[config.mk]
export PLATFORM = sky130hd
export DESIGN_NAME = l2arb_top
export DESIGN_NICKNAME = d
export VERILOG_FILES = /design/src/rtl/l2arb_pkg.sv /design/src/rtl/l2arb_datapath.sv /design/src/rtl/l2arb_control.sv /design/src/rtl/l2arb_top.sv
export SDC_FILE = /design/constraint.sdc
export NUM_CORES = 1
export LEC_CHECK = 0
export BUFFER_PORTS_ARGS = -buffer_cell sky130_fd_sc_hd__buf_2
export CORE_AREA = 3 3 79 81
export CTS_CLUSTER_DIAMETER = 30
export DETAILED_ROUTE_END_ITERATION = 10
export DIE_AREA = 0 0 82 84
export PLACE_DENSITY = 0.74
export SLEW_MARGIN = 20
export SYNTH_ARGS = -nofsm -noshare
export SYNTH_HDL_FRONTEND = slang
export SYNTH_SLANG_ARGS = --single-unit
[constraint.sdc]
create_clock -name clk -period 6.13 [get_ports clk]
set_input_delay 1.5325 -clock clk [delete_from_list [all_inputs] [get_ports clk]]
set_output_delay 1.5325 -clock clk [all_outputs]
set_load 0.005 [all_outputs]
[src/rtl/l2arb_pkg.sv]
package l2arb_pkg;
  localparam int NUM_SRC = 5;
  localparam int SRC_SNOOP = 0;
  localparam int SRC_DRELOAD = 1;
  localparam int SRC_CASTOUT = 2;
  localparam int SRC_IFETCH = 3;
  localparam int SRC_IRELOAD = 4;

  typedef struct packed {
    logic fetchWon;
    logic iReloadWon;
  } lowStrobe_t;
endpackage

[src/rtl/l2arb_datapath.sv]
module l2arb_datapath
  import l2arb_pkg::*;
#(
  parameter int ADDR_W = 32,
  parameter int LINE_BYTES = 32
) (
  input  logic                              clk,
  input  logic                              rstN,
  input  logic [NUM_SRC-1:0][ADDR_W-1:0]    srcAddr,
  input  logic [NUM_SRC-1:0]                grant,
  input  lowStrobe_t                        strobe,
  output logic                              blockMatch,
  output logic                              favorReload,
  output logic [ADDR_W-1:0]                 grantAddr
);
  localparam int OFFSET_W = $clog2(LINE_BYTES);

  // Line-granular compare between data reload and castout
  assign blockMatch = (srcAddr[SRC_DRELOAD][ADDR_W-1:OFFSET_W] ==
                       srcAddr[SRC_CASTOUT][ADDR_W-1:OFFSET_W]);

  // Turn pointer for the two instruction sources
  always_ff @(posedge clk) begin
    if (!rstN) begin
      favorReload <= 1'b0;
    end else if (strobe.fetchWon) begin
      favorReload <= 1'b1;
    end else if (strobe.iReloadWon) begin
      favorReload <= 1'b0;
    end
  end

  // AND-OR address mux steered by the one-hot grant
  logic [NUM_SRC-1:0][ADDR_W-1:0] maskedAddr;
  for (genvar s = 0; s < NUM_SRC; s++) begin : g_mask
    assign maskedAddr[s] = srcAddr[s] & {ADDR_W{grant[s]}};
  end

  always_comb begin
    grantAddr = '0;
    for (int s = 0; s < NUM_SRC; s++) begin
      grantAddr = grantAddr | maskedAddr[s];
    end
  end
endmodule

[src/rtl/l2arb_control.sv]
module l2arb_control
  import l2arb_pkg::*;
(
  input  logic               clk,
  input  logic               rstN,
  input  logic [NUM_SRC-1:0] valid,
  input  logic               blockMatch,
  input  logic               favorReload,
  output logic [NUM_SRC-1:0] grant,
  output lowStrobe_t         strobe
);
  logic highIdle;
  logic lowContest;

  assign highIdle = !valid[SRC_SNOOP] && !valid[SRC_DRELOAD] && !valid[SRC_CASTOUT];
  assign lowContest = highIdle && valid[SRC_IFETCH] && valid[SRC_IRELOAD];

  always_comb begin
    grant = '0;
    if (valid[SRC_SNOOP]) begin
      grant[SRC_SNOOP] = 1'b1;
    end else if (valid[SRC_DRELOAD] && valid[SRC_CASTOUT] && blockMatch) begin
      grant[SRC_CASTOUT] = 1'b1;
    end else if (valid[SRC_DRELOAD]) begin
      grant[SRC_DRELOAD] = 1'b1;
    end else if (valid[SRC_CASTOUT]) begin
      grant[SRC_CASTOUT] = 1'b1;
    end else if (lowContest) begin
      if (favorReload) grant[SRC_IRELOAD] = 1'b1;
      else             grant[SRC_IFETCH] = 1'b1;
    end else if (valid[SRC_IFETCH]) begin
      grant[SRC_IFETCH] = 1'b1;
    end else if (valid[SRC_IRELOAD]) begin
      grant[SRC_IRELOAD] = 1'b1;
    end
  end

  assign strobe.fetchWon = grant[SRC_IFETCH];
  assign strobe.iReloadWon = grant[SRC_IRELOAD];

  AST_ONE_GRANT: assert property (@(posedge clk) disable iff (!rstN)
    $onehot0(grant));
  AST_GRANT_WHEN_PENDING: assert property (@(posedge clk) disable iff (!rstN)
    (|valid) |-> (|grant));
  AST_GRANT_ONLY_VALID: assert property (@(posedge clk) disable iff (!rstN)
    (grant & ~valid) == '0);
  AST_SNOOP_WINS: assert property (@(posedge clk) disable iff (!rstN)
    valid[SRC_SNOOP] |-> grant[SRC_SNOOP]);
  AST_RELOAD_SECOND: assert property (@(posedge clk) disable iff (!rstN)
    (valid[SRC_DRELOAD] && !valid[SRC_SNOOP] && !(valid[SRC_CASTOUT] && blockMatch))
      |-> grant[SRC_DRELOAD]);
  AST_CASTOUT_SWAP: assert property (@(posedge clk) disable iff (!rstN)
    (valid[SRC_DRELOAD] && valid[SRC_CASTOUT] && !valid[SRC_SNOOP] && blockMatch)
      |-> grant[SRC_CASTOUT]);
  AST_LOW_GATED: assert property (@(posedge clk) disable iff (!rstN)
    (grant[SRC_IFETCH] || grant[SRC_IRELOAD]) |-> highIdle);
  AST_LOW_ALTERNATE: assert property (@(posedge clk) disable iff (!rstN)
    (lowContest && $past(rstN) && $past(lowContest) && $past(grant[SRC_IFETCH]))
      |-> grant[SRC_IRELOAD]);
endmodule

[src/rtl/l2arb_top.sv]
module l2arb_top
  import l2arb_pkg::*;
#(
  parameter int ADDR_W = 32,
  parameter int LINE_BYTES = 32
) (
  input  logic               clk,
  input  logic               rstN,
  input  logic               snoopValid,
  input  logic [ADDR_W-1:0]  snoopAddr,
  input  logic               dReloadValid,
  input  logic [ADDR_W-1:0]  dReloadAddr,
  input  logic               castoutValid,
  input  logic [ADDR_W-1:0]  castoutAddr,
  input  logic               iFetchValid,
  input  logic [ADDR_W-1:0]  iFetchAddr,
  input  logic               iReloadValid,
  input  logic [ADDR_W-1:0]  iReloadAddr,
  output logic [4:0]         grant,
  output logic [ADDR_W-1:0]  grantAddr
);
  logic [NUM_SRC-1:0]             valid;
  logic [NUM_SRC-1:0][ADDR_W-1:0] srcAddr;
  logic                           blockMatch;
  logic                           favorReload;
  lowStrobe_t                     strobe;

  assign valid = {iReloadValid, iFetchValid, castoutValid, dReloadValid, snoopValid};
  assign srcAddr[SRC_SNOOP] = snoopAddr;
  assign srcAddr[SRC_DRELOAD] = dReloadAddr;
  assign srcAddr[SRC_CASTOUT] = castoutAddr;
  assign srcAddr[SRC_IFETCH] = iFetchAddr;
  assign srcAddr[SRC_IRELOAD] = iReloadAddr;

  l2arb_control u_control (
    .clk(clk), .rstN(rstN), .valid(valid), .blockMatch(blockMatch),
    .favorReload(favorReload), .grant(grant), .strobe(strobe)
  );

  l2arb_datapath #(.ADDR_W(ADDR_W), .LINE_BYTES(LINE_BYTES)) u_datapath (
    .clk(clk), .rstN(rstN), .srcAddr(srcAddr), .grant(grant), .strobe(strobe),
    .blockMatch(blockMatch), .favorReload(favorReload), .grantAddr(grantAddr)
  );
endmodule

### Word-level counts from Yosys, hierarchy flattened

Index checks and enable logic that the tools add are counted.

* reductions and logical operators: 10
* mux-type cells: 17
* equal/unequal tests: 1
* bitwise gates (word level): 9

Operator list (count)
* bitwise AND 32 bit: 5
* bitwise OR 32 bit: 4
* == test 27 bit: 1
* 2-to-1 mux 1 bit: 12
* logical AND 1 bit: 6
* 2-to-1 mux 2 bit: 3
* 2-to-1 mux 4 bit: 1
* zero test 1 bit: 3
* 2-to-1 mux 3 bit: 1
* nonzero test 2 bit: 1

* input bits: 167
* flip-flop bits (word level): 1
* word-level logic and storage cells: 38
* output and inout bits: 37

### Logic depth before layout (Yosys ltp)

* depth after elaboration: 15
* depth in mapped cells: 8
* gate-level depth less buffers: 5

### Cells and area by module

A second synthesis with hierarchy kept.

* cell total of the unflattened synthesis: 162
* area, all modules: 1148.6 um^2

Modules (own cells, without submodules)
* l2arb_datapath: area an instance 1068.5 um^2, seq. area each 20.0 um^2, times used 1, cells each 150
* l2arb_control: area an instance 80.1 um^2, seq. area each 0.0 um^2, times used 1, cells each 12

### Least setup slack after synthesis

No wires, ideal clock.

* kind: input -> output
* start point: input castoutAddr[16]
* end point: output grantAddr[22]
* path slack: 1482 ps
* path buffers: 1
* arrival: 3116 ps
* required time: 4597 ps
* cell stages on the path: 6
* cell sequence: xor2_1 > or4_4 > nor4_4 > a21oi_2 > buf_6 > a221o_1

* word-level cells in the longest chain between the ends: 9
* elaborated cells between the ends (all ways): 14
* classes of those cells: 1 x eq/ne; 4 x mux; 8 x bitwise; 1 x reduce/logical

RTL lines
* start: declaration: line l2arb_top.sv:14 `input logic [ADDR_W-1:0] castoutAddr,`
* == test 27 bit: line l2arb_datapath.sv:19 `assign blockMatch = (srcAddr[SRC_DRELOAD][ADDR_W-1:OFFSET_W] ==`
* logical AND 1 bit: line l2arb_control.sv:22 `end else if (valid[SRC_DRELOAD] && valid[SRC_CASTOUT] && blockMatch) begin`
* 2-to-1 mux 1 bit: line l2arb_control.sv:22
* 2-to-1 mux 4 bit: line l2arb_control.sv:20 `if (valid[SRC_SNOOP]) begin`
* via grant[1]: line l2arb_top.sv:19 `output logic [4:0] grant,`
* bitwise AND 32 bit: line l2arb_datapath.sv:36 `assign maskedAddr[s] = srcAddr[s] & {ADDR_W{grant[s]}};`
* bitwise OR 32 bit (4 in a row): line l2arb_datapath.sv:42 `grantAddr = grantAddr | maskedAddr[s];`
* end: declaration: line l2arb_top.sv:20 `output logic [ADDR_W-1:0] grantAddr`

The timed path passes the listed nets, and every way through them passes these cells.

### Worst setup path in the final report

* start point: input castoutAddr[16]
* end point: output grantAddr[28]

* word-level cells in the longest chain between the ends: 9
* elaborated cells between the ends (all ways): 14
* classes of those cells: 1 x eq/ne; 4 x mux; 8 x bitwise; 1 x reduce/logical

RTL lines (line)
* == test 27 bit (*): l2arb_datapath.sv:19
* logical AND 1 bit (*): l2arb_control.sv:22
* 2-to-1 mux 1 bit: l2arb_control.sv:22
* 2-to-1 mux 4 bit (*): l2arb_control.sv:20
* bitwise AND 32 bit: l2arb_datapath.sv:36
* bitwise OR 32 bit (3 in a row): l2arb_datapath.sv:42
* bitwise OR 32 bit (*): l2arb_datapath.sv:42

Mark *: on every way between the ends. The rest lies on a longest branch, timed or not.

==> impl_metrics.tcl <==
set metrics [dict create \
    status "finished clean" \
    report.final.slew_viol_count 0 \
    yosysMostFrequentCell "nand2_1" \
    final.setup.tns_ns 0 \
    slew_headroom_pct 35.93 \
    synthTopCellsByCount "nand2_1 (66), a22oi_1 (32), a221o_1 (29), xnor2_1 (24), clkbuf_1 (12)" \
    biggestRegsByFlops "u_datapath.favorReload (1)" \
    num_vias 2310 \
    p_per_area_nw_per_um2 70.92 \
    coreArea_sq_um 5540 \
    wire_per_inst_um 15.98 \
    drc 0 \
    dr.pass1.iters 5 \
    die_x_um 82 \
    synth_nets 364 \
    layout-drive-gt1-share_pct 55.58 \
    synth_cells 197 \
    synth_area_sq_um 1320 \
    async_flop_share_pct 0 \
    grt_pass1_wl_um 10290 \
    die-area_sq_um 6888 \
    gp_congestion 0.8886 \
    crit_type "primary input to output port" \
    crit_fanout 33 \
    max-vdd-ir-drop_v 0.00002718 \
    met1_length_um 2725 \
    fin_hold_ws_ns 0.5942 \
    pin_count 204 \
    fmax_ghz 0.1918 \
    critPathCaptureType "output port" \
    regMostFlops "u_datapath.favorReload" \
    yosysSeqAreaShare_pct 1.517 \
    ys_warn_count 0 \
    synth_area_leaders "a221o_1 (22%), nand2_1 (19%), a22oi_1 (18%), xnor2_1 (16%), clkbuf_1 (3.4%)" \
    fillers 601 \
    port-buffer-count 203 \
    clk_pin_slew_worst_paths_ns 0 \
    critPathLaunchType "primary input" \
    synthFlopType "dfxtp_1" \
    fin_nets 554 \
    layout_worst_path_cycle_share_pct 85.06 \
    dr.max_layer_used "met4" \
    final_cells 457 \
    postPlaceCellArea_sq_um 2362 \
    crit_required_ns 4.60 \
    wl_met3_um 692 \
    cts_setup_buffers 0 \
    drv_cap 0 \
    cts_resized 0 \
    skew_ns 0 \
    synth_top_area_share_pct 21.99 \
    grt-ovfl-total 0 \
    post-place-ws_ns 0.9332 \
    largest_register_ff_count 1 \
    totalWireLength_um 7301 \
    utilization_pct 42.64 \
    power.leakage_nw 1.338 \
    viasPerCell 5.055 \
    hp-class "register to register" \
    rsz0062_at_grt "no" \
    synth_top_area_cell "a221o_1" \
    dieHeight_um 84 \
    fin_ws_ns 0.9160 \
    row_count 27 \
    grt_max_degree 37 \
    dp_hpwl_um 6042 \
    clock_latency_ns 0 \
    area.growth.synth_to_final_pct 78.96 \
    ant_nets 0 \
    grt_pass1_vias 2181 \
    fin_crit_ns 5.214 \
    drtIter0Drc 105 \
    start_util_pct 23.83 \
    stdcell_area_sq_um 2362 \
    syn_area_per_cell_sq_um 6.701 \
    synth-seq-cells 1 \
    track_usage_pct 18.56 \
    antenna_found_initial 0 \
    wl_met2_um 3828 \
    hold_buffers 0 \
    synth_cell_types 23 \
    dp_cells 457 \
    hold_viol_final 0 \
    worstPathArrival_ns 3.68 \
    finalPower_mw 0.1675 \
    synth_edf_count 0 \
    worstMarginPinSlew_ns 0.9589 \
    insertedDiodeCount 0 \
    setup_violations 0 \
]
-- final cells by class --
cell class	count	area, sq um	area share [%]
multi-input combinational	177	1206	51.06
sequential	1	20.02	0.8475
tap	72	90.09	3.814
timing repair buffer	207	1046	44.28
-- path summary, 6_finish.rpt --
kind                                    endpoint                           startpoint  depth (start not counted)  slack (ns)
max                                grantAddr[28]                      castoutAddr[16]                          7        0.92
min          u_datapath.favorReload$_SDFFE_PN0P_  u_datapath.favorReload$_SDFFE_PN0P_                          2        0.59
max reg2reg  u_datapath.favorReload$_SDFFE_PN0P_  u_datapath.favorReload$_SDFFE_PN0P_                          4        4.69
min reg2reg  u_datapath.favorReload$_SDFFE_PN0P_  u_datapath.favorReload$_SDFFE_PN0P_                          2        0.59
-- critical path: stages --
cell     delay, ns
buf_2         0.11
xor2_1        0.15
or4_4         0.52
nor4_4        0.33
a21o_2        0.65
a221o_1       0.26
buf_2         0.11
-- layer usage --
metal,vias up,GRT usage (%)
li1,1138,-
met1,1045,21.55
met2,121,36.30
met3,6,1.620
met4,0,2.115
met5,-,0
-- kinds of logic (layout without fill, tap and decap cells) --
logic type / after synthesis / count (layout) / synth area share (%)
AOI/OAI and AO/OA: 67 / 67 / 44.64
xor gates and xnor gates: 27 / 27 / 17.91
and+or+nand+nor: 83 / 83 / 28.25
buffers and inverters: 19 / 207 / 7.677
DFF: 1 / 1 / 1.517
-- cell usage in the layout, fill, tap and decap left out --
master      n
a21o_2      1
a21oi_4     1
a221o_1    29
a221o_2     3
a22oi_1    32
and3_1      2
buf_2     203
buf_4       4
dfxtp_1     1
nand2_1    66
nand2b_1    2
nand4_1     6
nor2b_1     1
nor3_1      2
nor3b_1     1
nor4_1      1
nor4_4      1
o21a_1      1
or4_4       1
xnor2_1    24
xor2_1      3
-- where the power goes --
part	switching [mW]	total, mW	internal, mW
logic	0.0724	0.161	0.0881
clock network	0	0	0
registers	0.000130	0.00700	0.00687
(Power assumes the default switching activity.)
